===== config.mk =====
export PLATFORM = sky130hd
export DESIGN_NAME = cmp_event_gen
export DESIGN_NICKNAME = d
export VERILOG_FILES = /design/src/rtl/cmp_evt_pkg.sv /design/src/rtl/cmp_addr_dec.sv /design/src/rtl/cmp_slot.sv /design/src/rtl/cmp_rd_path.sv /design/src/rtl/cmp_event_gen.sv
export SDC_FILE = /design/constraint.sdc
export NUM_CORES = 1
export LEC_CHECK = 0
export BUFFER_PORTS_ARGS = -buffer_cell sky130_fd_sc_hd__buf_2
export CAP_MARGIN = 5
export CORE_MARGIN = 2
export CORE_UTILIZATION = 25
export CTS_BUF_LIST = sky130_fd_sc_hd__clkbuf_2
export DETAILED_ROUTE_END_ITERATION = 10
export GPL_TIMING_DRIVEN = 1
export PLACE_DENSITY = 0.51
export SETUP_SLACK_MARGIN = 0.2
export SLEW_MARGIN = 40
export SYNTH_ARGS = -nofsm -noshare
export SYNTH_HDL_FRONTEND = slang
export SYNTH_SLANG_ARGS = --single-unit

===== constraint.sdc =====
create_clock -name clk -period 6.4 [get_ports clk]
set_clock_uncertainty 0.05 [all_clocks]
set_input_delay 0.32 -clock clk [delete_from_list [all_inputs] [get_ports clk]]
set_output_delay 0.32 -clock clk [all_outputs]
set_load 0.005 [all_outputs]

===== src/rtl/cmp_evt_pkg.sv =====
package cmp_evt_pkg;
  // default register layout of the block
  localparam int unsigned SLOT_COUNT_DEF = 8;
  localparam int unsigned ADDR_W_DEF     = 8;
  localparam int unsigned DATA_W_DEF     = 32;
  localparam logic [7:0]  SLOT_BASE_DEF  = 8'h60;
  localparam logic [7:0]  FLAG_OFF_DEF   = 8'h80;
endpackage


===== src/rtl/cmp_addr_dec.sv =====
module cmp_addr_dec #(
  parameter int unsigned N_SLOT = 8,
  parameter int unsigned AW     = 8,
  parameter logic [AW-1:0] BASE = 8'h60,
  parameter logic [AW-1:0] FLAG = 8'h80
) (
  input  logic              clk,
  input  logic              rst_n,
  input  logic [AW-1:0]     addr,
  output logic [N_SLOT-1:0] slot_sel,
  output logic              flag_sel
);
  localparam int unsigned SPAN = 4 * N_SLOT;

  logic [AW:0] rel;
  logic        in_win;

  always_comb begin
    rel    = {1'b0, addr} - {1'b0, BASE};
    in_win = (addr >= BASE) && (rel < (AW+1)'(SPAN)) && (rel[1:0] == 2'b00);
    flag_sel = (addr == FLAG);
  end

  for (genvar i = 0; i < N_SLOT; i++) begin : g_sel
    assign slot_sel[i] = in_win && (rel[AW:2] == (AW-1)'(i));
  end


  slot_sel_onehot_chk: assert property (@(posedge clk) disable iff (!rst_n)
    $onehot0(slot_sel));
endmodule


===== src/rtl/cmp_slot.sv =====
module cmp_slot #(
  parameter int unsigned DW = 32
) (
  input  logic          clk,
  input  logic          rst_n,
  input  logic          load,
  input  logic [DW-1:0] load_val,
  input  logic          clr,
  input  logic [DW-1:0] count,
  output logic [DW-1:0] value,
  output logic          flag
);
  logic armed;
  logic hit;

  // a write in the same cycle overrides the match
  assign hit = armed && !load && (count == value);

  always_ff @(posedge clk) begin
    if (!rst_n) begin
      value <= '0;
      armed <= 1'b0;
      flag  <= 1'b0;
    end else begin
      if (load) begin
        value <= load_val;
        armed <= 1'b1;
      end else if (hit) begin
        armed <= 1'b0;
      end
      if (hit)      flag <= 1'b1;
      else if (clr) flag <= 1'b0;
    end
  end


  hit_sets_flag_chk: assert property (@(posedge clk) disable iff (!rst_n)
    hit |=> flag);

  hit_disarms_chk: assert property (@(posedge clk) disable iff (!rst_n)
    hit |=> !armed);

  load_no_fire_chk: assert property (@(posedge clk) disable iff (!rst_n)
    (load && !flag) |=> !flag);

  clr_drops_chk: assert property (@(posedge clk) disable iff (!rst_n)
    (clr && !hit) |=> !flag);

  set_wins_chk: assert property (@(posedge clk) disable iff (!rst_n)
    (clr && hit) |=> flag);
endmodule


===== src/rtl/cmp_rd_path.sv =====
module cmp_rd_path #(
  parameter int unsigned N_SLOT = 8,
  parameter int unsigned DW     = 32
) (
  input  logic              clk,
  input  logic              rst_n,
  input  logic              rd,
  input  logic [N_SLOT-1:0] slot_sel,
  input  logic              flag_sel,
  input  logic [DW-1:0]     values [N_SLOT],
  input  logic [N_SLOT-1:0] flags,
  output logic [DW-1:0]     rdata,
  output logic              rvalid
);
  logic [DW-1:0] nxt;

  always_comb begin
    nxt = '0;
    for (int i = 0; i < N_SLOT; i++) begin
      if (slot_sel[i]) nxt = nxt | values[i];
    end
    if (flag_sel) nxt = DW'(flags);
  end

  always_ff @(posedge clk) begin
    if (!rst_n) begin
      rvalid <= 1'b0;
      rdata  <= '0;
    end else begin
      rvalid <= rd;
      if (rd) rdata <= nxt;
    end
  end


  rvalid_follows_rd_chk: assert property (@(posedge clk) disable iff (!rst_n)
    rd |=> rvalid);
endmodule


===== src/rtl/cmp_event_gen.sv =====
module cmp_event_gen
  import cmp_evt_pkg::*;
#(
  parameter int unsigned N_SLOT = SLOT_COUNT_DEF,
  parameter int unsigned AW     = ADDR_W_DEF,
  parameter int unsigned DW     = DATA_W_DEF,
  parameter logic [AW-1:0] BASE = AW'(SLOT_BASE_DEF),
  parameter logic [AW-1:0] FLAG = AW'(FLAG_OFF_DEF)
) (
  input  logic          clk,
  input  logic          rst_n,
  input  logic          bus_wr,
  input  logic          bus_rd,
  input  logic [AW-1:0] bus_addr,
  input  logic [DW-1:0] bus_wdata,
  output logic [DW-1:0] bus_rdata,
  output logic          bus_rvalid,
  input  logic [DW-1:0] count_in,
  output logic          irq_o
);
  logic [N_SLOT-1:0] slot_sel;
  logic              flag_sel;
  logic [N_SLOT-1:0] flags;
  logic [DW-1:0]     values [N_SLOT];

  cmp_addr_dec #(.N_SLOT(N_SLOT), .AW(AW), .BASE(BASE), .FLAG(FLAG)) u_dec (
    .clk      (clk),
    .rst_n    (rst_n),
    .addr     (bus_addr),
    .slot_sel (slot_sel),
    .flag_sel (flag_sel)
  );

  for (genvar i = 0; i < N_SLOT; i++) begin : g_slot
    cmp_slot #(.DW(DW)) u_slot (
      .clk      (clk),
      .rst_n    (rst_n),
      .load     (bus_wr && slot_sel[i]),
      .load_val (bus_wdata),
      .clr      (bus_wr && flag_sel && bus_wdata[i]),
      .count    (count_in),
      .value    (values[i]),
      .flag     (flags[i])
    );
  end

  cmp_rd_path #(.N_SLOT(N_SLOT), .DW(DW)) u_rd (
    .clk      (clk),
    .rst_n    (rst_n),
    .rd       (bus_rd),
    .slot_sel (slot_sel),
    .flag_sel (flag_sel),
    .values   (values),
    .flags    (flags),
    .rdata    (bus_rdata),
    .rvalid   (bus_rvalid)
  );

  assign irq_o = |flags;
endmodule


==> results of run 1 <==
-- area by class of cell --
cell class | instances | area, um2
Antenna cell | 1 | 2.50
Timing Repair Buffer | 213 | 1540
Fill cell | 6929 | 44600
Sequential cell | 305 | 6110
Inverter | 4 | 22.5
Clock inverter | 20 | 101
Multi-Input combinational cell | 1513 | 9010
Clock buffer | 131 | 656
Tap cell | 846 | 1060
-- layout by cell type, fill, tap and decap left out, types with 22 or more instances in the layout --
cell	Yosys	layout
a21oi_1	276	276
a22oi_1	31	31
buf_2	40	107
buf_4	22	32
clkbuf_2	0	131
dfxtp_1	305	305
dlygate4sd3_1	0	67
mux2_2	30	30
mux2i_1	52	52
nand2_1	547	546
nand3_1	22	22
nand4_1	27	27
nor2_1	39	37
nor4_1	61	55
o22ai_1	23	23
xnor2_1	32	32
xor2_1	224	224
-- through the flow --
stage          setup WS, ns  power [uW]  std cells  util, %
2_1_floorplan          3.80        2150       2020        -
3_3_place_gp           2.51        2310       2809     26.9
3_5_place_dp           2.72        2310       2813     27.0
4_1_cts                2.76        3800       3031     29.3
5_1_grt                2.48        3920       3033     29.3
6_report               2.58        3790       3033     29.3
-- cells by family (layout without fill, tap and decap cells) --
kind of cell	after synthesis	count (layout)	share of synthesized area, %
buf+inv	202	368	5.59
fa+ha+maj	3	3	0.236
xor+xnor	256	256	14.1
other cells	0	1	0
compound gates	438	438	16.5
simple gates	733	733	19.8
mux	83	83	5.53
flops	305	305	38.3
-- metal layers --
layer | vias to the layer above | GRT usage [%] | wire [um]
li1 | 7124 | - | -
met1 | 7708 | 30.6 | 32900
met2 | 956 | 35.9 | 34600
met3 | 174 | 5.31 | 7800
met4 | 2 | 12.7 | 4350
met5 | - | 0 | 13
-- state kept, by name, indices dropped and copies added, names as in the netlist --
register             flops
g_slot.u_slot.armed      8
g_slot.u_slot.flag       8
g_slot.u_slot.value    256
u_rd.rdata              32
u_rd.rvalid              1
-- how the worst max path moves through the flow --
| stage | slack, ns | cells after the start | to |
|---|---|---|---|
| finish | 2.58 | 12 | g_slot[0].u_slot.flag |
| global route | 2.48 | 12 | g_slot[0].u_slot.flag |
| CTS | 2.76 | 11 | g_slot[0].u_slot.flag |
| detailed placement | 2.72 | 9 | g_slot[5].u_slot.value[16] |
| global placement | 2.51 | 7 | g_slot[6].u_slot.flag |
| floorplan | 3.80 | 9 | g_slot[5].u_slot.value[22] |
-- worst reg2reg max path, delay by kind of cell, from the launching register on --
family	cells	cell delay, ns
DFF	1	0.34
buffers and inverters	3	1.81
xor gates and xnor gates	1	0.38
AOI/OAI and AO/OA	2	0.25
and+or+nand+nor	2	0.51
-- power groups by stage --
stage	Sequential [uW]	Combinational, uW	Clock, uW
final	1900	409	1480
after global routing	1900	416	1600
after CTS	1900	398	1500
after detailed placement	1950	368	0
after global placement	1950	368	0
after floorplan	1950	203	0
==> metrics.md, run 1 <==
| Metric | Value |
|---|---|
| Status | `finished, final reports clean` |
| RSZ-0062 raised after global routing | `no` |
| Critical Path Source Type | `input pin` |
| Worst path buffer plus inverter count | `5` |
| Via count | `16000` |
| Largest net degree at the start of global routing | `101` |
| DRC | `0` |
| Placement Cell Area | `0.0171 mm2` |
| Fin crit period | `3.82 ns` |
| Sequential share of power | `50.2%` |
| Total GRT Usage | `23.5%` |
| Die Ht | `256 um` |
| Worst path cell trace | `dlygate4sd3_1 > buf_2 > ha_1 > ha_1 > or4b_1 > a2111oi_2 > dlygate4sd3_1 > buf_4 > nand3_1 > nand4_1 > a21oi_1 > dlygate4sd3_1` |
| Commonest cells post-synth | `nand2_1, dfxtp_1, a21oi_1` |
| Max incr delay on CP | `0.65 ns` |
| Largest cells by area after synthesis | `dfxtp_1, nand2_1, xor2_1` |
| Reg-to-reg startpoint | `g_slot[0].u_slot.value[6]` |
| Post-synthesis cell type count | `56` |
| Slew Limit Fails | `0` |
| R2r endpoint | `g_slot[0].u_slot.armed` |
| # H-tree levels | `3` |
| Final non-filler cell area | `0.0185 mm2` |
| Crit path kind | `in -> reg` |
| Ports | `110` |
| Critical Path Start | `bus_addr[5]` |
| FMAX | `0.262 GHz` |
| Worst EP arrival | `4.74 ns` |
| Cells after synthesis | `2020` |
| Area Growth Syn to Fin | `16.1%` |
| Post-synth net total | `2099` |
| CTS tree | `done` |
| Placer congestion estimate | `0.980` |
| CTS Sinks | `305` |
| Post-Route WL | `79700 um` |
| Worst hold slack | `0.0570 ns` |
| MaxCap Viol Count | `0` |
| Skew-Pair Late Insertion Delay | `1.11 ns` |
| Clk pwr share | `39.0%` |
| Initial core utilization | `25.3%` |
| TNS Setup | `0 ns` |
| Synth Register Bits | `305` |
| Chip width | `256 um` |
| Die area | `0.0658 mm2` |
| Buffers on Ports | `109` |
| Post-synth EDFFs | `0` |
| Post-synthesis async set-or-reset flop share | `0%` |
| Reg clk slew, reported paths | `0.10 ns` |
| Cts-stage hold buffer count | `67` |
| Hold_sp | `bus_wdata[27]` |
| CP endpoint kind | `flop` |
| Yosys top cell area share | `38.3%` |
| Hold Path Depth | `4` |
| Share of layout cells above drive strength 1 | `15.4%` |
| Synth warn | `0` |
| Vias per inst | `5.26` |
| Post-CTS setup repair buffer count | `0` |
| Total Nets Final | `2203` |
| Register area share after synthesis | `38.3%` |
| Final clock period utilization by the worst path | `59.7%` |
| Syn_area_per_cell | `7.89 um2` |
| Max IR drop VDD | `0.0000722 V` |
| Hold-critical path endpoint | `g_slot[7].u_slot.value[27]` |
| PwrDens | `205 mW/mm2` |
| Top-count cell post-synth | `nand2_1` |
| Sw Share | `31.8%` |
| R2r setup slk | `3.02 ns` |
| DRT antenna net count | `0` |
| Worst Hold Class | `in -> reg` |
| First-pass GRT wire length | `112000 um` |
| CP top delay family | `buffers and inverters` |
| Static Leak | `0.00698 uW` |
| Post-synth top area cell | `dfxtp_1` |
| Switching power | `1200 uW` |
| Detailed placement HPWL | `55200 um` |
| Final setup viols | `0` |
| Main synth FF type | `dfxtp_1` |
| Slowest cell on crit path | `nand3_1` |
| Cell area after synthesis | `0.0159 mm2` |
| DRT Pass-1 Iters | `7` |
| Post_cts resized | `0` |
| DR iter-0 viols | `1898` |
| Crit path max fanout | `22` |
| Worst endpoint required time | `7.32 ns` |
| Vias in the first global route | `15100` |
| Int Pwr | `2580 uW` |
| TritonCTS buffer count | `87` |
| Initial antenna violation count | `3` |
| Row count | `92` |
| CTS root buffer | `clkbuf_2` |
| GRT Residual Overflow | `0` |
| Top cell by count, worst path | `dlygate4sd3_1` |
| Core ar. | `0.0631 mm2` |
| Final hold violation count | `0` |
| WL/cell | `26.3 um` |
| Worst-Margin Slew | `0.944 ns` |
| Worst Reg-to-Reg Cells | `8` |
| Comb pwr share | `10.8%` |
| Clock Tree Buf Depth | `3` |
| Worst slew margin | `36.9%` |
(Power assumes the default switching activity.)
==> run 2, diff against run 1 <==
Settings changed: PLACE_DENSITY 0.51 to 0.52.
Clock period 6.4 ns to 3.4 ns, I/O delays scaled along.
==> metrics.md, run 2 (synthesized netlist as in run 1, its figures left out) <==
| Metric | Value |
|---|---|
| Placement Cell Area | `0.0172 mm2` |
| Worst Hold Class | `in -> reg` |
| Fin crit period | `3.13 ns` |
| Power after layout | `7110 uW` |
| GRT Residual Overflow | `0` |
| Worst slew margin | `41.3%` |
| Share of layout cells above drive strength 1 | `15.6%` |
| Row count | `92` |
| Layout fillers | `6870` |
| PwrDens | `367 mW/mm2` |
| Total GRT Usage | `23.6%` |
| Top cell by count, worst path | `dlygate4sd3_1` |
| DRT Pass-1 Iters | `5` |
| RSZ-0062 raised after global routing | `no` |
| Final clock period utilization by the worst path | `92.1%` |
| Met1 Use GR | `30.6%` |
| Skew-Pair Late Insertion Delay | `1.13 ns` |
| Max IR drop VDD | `0.000146 V` |
| Critical Path Source Type | `input pin` |
| Max incr delay on CP | `0.58 ns` |
| PnR worst setup slack | `0.269 ns` |
| CTS tree | `done` |
| Worst EP arrival | `4.15 ns` |
| Clock Tree Buf Depth | `3` |
| Detailed placement HPWL | `55300 um` |
| Final setup viols | `0` |
| FMAX | `0.319 GHz` |
| Slowest cell on crit path | `a2111o_2` |
| Initial antenna violation count | `2` |
| MaxCap Viol Count | `0` |
| R2r setup slk | `0.32 ns` |
| Core ar. | `0.0631 mm2` |
| FF/Latch Area | `0.00611 mm2` |
| Final non-filler cell area | `0.0194 mm2` |
| CP top delay family | `buffers and inverters` |
| DRC | `0` |
| Vias in the first global route | `15700` |
| TritonCTS buffer count | `85` |
| Commonest cells after routing, fill and taps aside | `nand2_1, dfxtp_1, a21oi_1` |
| Worst path cell trace | `dlygate4sd3_1 > buf_2 > inv_1 > ha_1 > or4b_1 > a2111o_2 > buf_4 > nor3_4 > buf_4 > nand2_1 > dlygate4sd3_1 > a21oi_1 > dlygate4sd3_1` |
| Initial core utilization | `25.3%` |
| Static Leak | `0.00739 uW` |
| GRT Max-Usage Layer | `met2` |
| Crit path max fanout | `9` |
| Final hold violation count | `0` |
| Placer congestion estimate | `0.998` |
| CTS Sinks | `305` |
| Total Nets Final | `2292` |
| Commonest non-fill, non-tap cell in the layout | `nand2_1` |
| Crit path kind | `in -> reg` |
| Worst endpoint required time | `4.42 ns` |
| Met2 Track Usage GR | `36.0%` |
| Vias per inst | `5.25` |
| Post-Route WL | `80500 um` |
| Via count | `16400` |
| Buffers on Ports | `109` |
| Ports | `110` |
| Slew Limit Fails | `0` |
| CTS root buffer | `clkbuf_2` |
| First-pass GRT wire length | `113000 um` |
| Chip width | `256 um` |
| Worst-Margin Slew | `0.878 ns` |
| Largest net degree at the start of global routing | `110` |
| CP endpoint kind | `flop` |
| M3 GR Usage | `5.48%` |
| Multi-input gate area | `0.00897 mm2` |
| DRT antenna net count | `0` |
| DR iter-0 viols | `2059` |
| Largest Register | `g_slot.u_slot.value` |
| Die area | `0.0658 mm2` |
| Placement Setup Slack | `0.367 ns` |
| WL/cell | `25.7 um` |
| Status | `finished, final reports clean` |
| TNS Setup | `0 ns` |
| Reg clk slew, reported paths | `0.09 ns` |
| Worst path buffer plus inverter count | `7` |
| Largest register FFs | `256` |
| Area Growth Syn to Fin | `21.5%` |
| Die Ht | `256 um` |
| Biggest regs | `g_slot.u_slot.value (256), u_rd.rdata (32)` |
| # H-tree levels | `3` |
-- run 2: cell count changes in the layout (fill, tap and decap cells not counted), sizes merged --
cell and delta:
bufinv -1, dlygate4sd3 +68, buf +22, clkbuf -3
clkinv +2, diode +1, inv +4
-- run 2: final timing paths --
path	start	end	cells past startpoint
max	bus_addr[7]	g_slot[1].u_slot.value[22]	13
min	bus_rd	u_rd.rdata[1]	4
max reg2reg	g_slot[1].u_slot.value[19]	g_slot[1].u_slot.armed	7
min reg2reg	u_rd.rdata[22]	u_rd.rdata[22]	2
-- run 2: routing by layer --
metal / vias to the layer above / share of wire (%)
li1: 7315 / -
met1: 7874 / 40
met4: 2 / 5.9
met3: 183 / 10
met2: 1040 / 43
met5: - / 0.0087
-- run 2: per-stage QoR --
stage | std cells | util (%) | hold WS (ns)
2_1_floorplan | 2020 | - | 0.286
3_3_place_gp | 2835 | 27.3 | 0.395
3_5_place_dp | 2835 | 27.3 | 0.399
4_1_cts | 3122 | 30.6 | 0.00824
5_1_grt | 3125 | 30.7 | 0.0955
6_report | 3126 | 30.7 | 0.127
-- run 2: repair_timing --
item                                    CTS  global route
hold buffers                            135             0
gates resized for setup                   0             1
endpoints found under the setup margin    0             3
hold endpoints to repair                305             0
setup buffers                             0             1
-- run 2: worst register-to-register path, cell delays in order, from the launching register on --
cell and delay, ns:
dfxtp_1 0.35, xor2_1 0.17, nor4_1 0.46, dlygate4sd3_1 0.67, nand4_1 0.11, dlygate4sd3_1 0.63
nor2_1 0.35, o21ai_0 0.15
-- run 2: layout make-up --
| type | instances | area share (%) |
|---|---|---|
| multi-input combinational | 1513 | 46.3 |
| timing repair buffer | 304 | 12.7 |
| sequential | 305 | 31.5 |
| clock buffer | 127 | 3.28 |
| tap | 846 | 5.47 |
| clock inverter | 25 | 0.517 |
| inverter | 4 | 0.116 |
| antenna | 2 | 0.0259 |
-- run 2: power breakdown --
| group | leakage [uW] | internal, uW | switching (uW) |
|---|---|---|---|
| combinational | 0.00434 | 250 | 578 |
| clock | 0.000592 | 996 | 1710 |
| sequential | 0.00246 | 3580 | 3.64 |
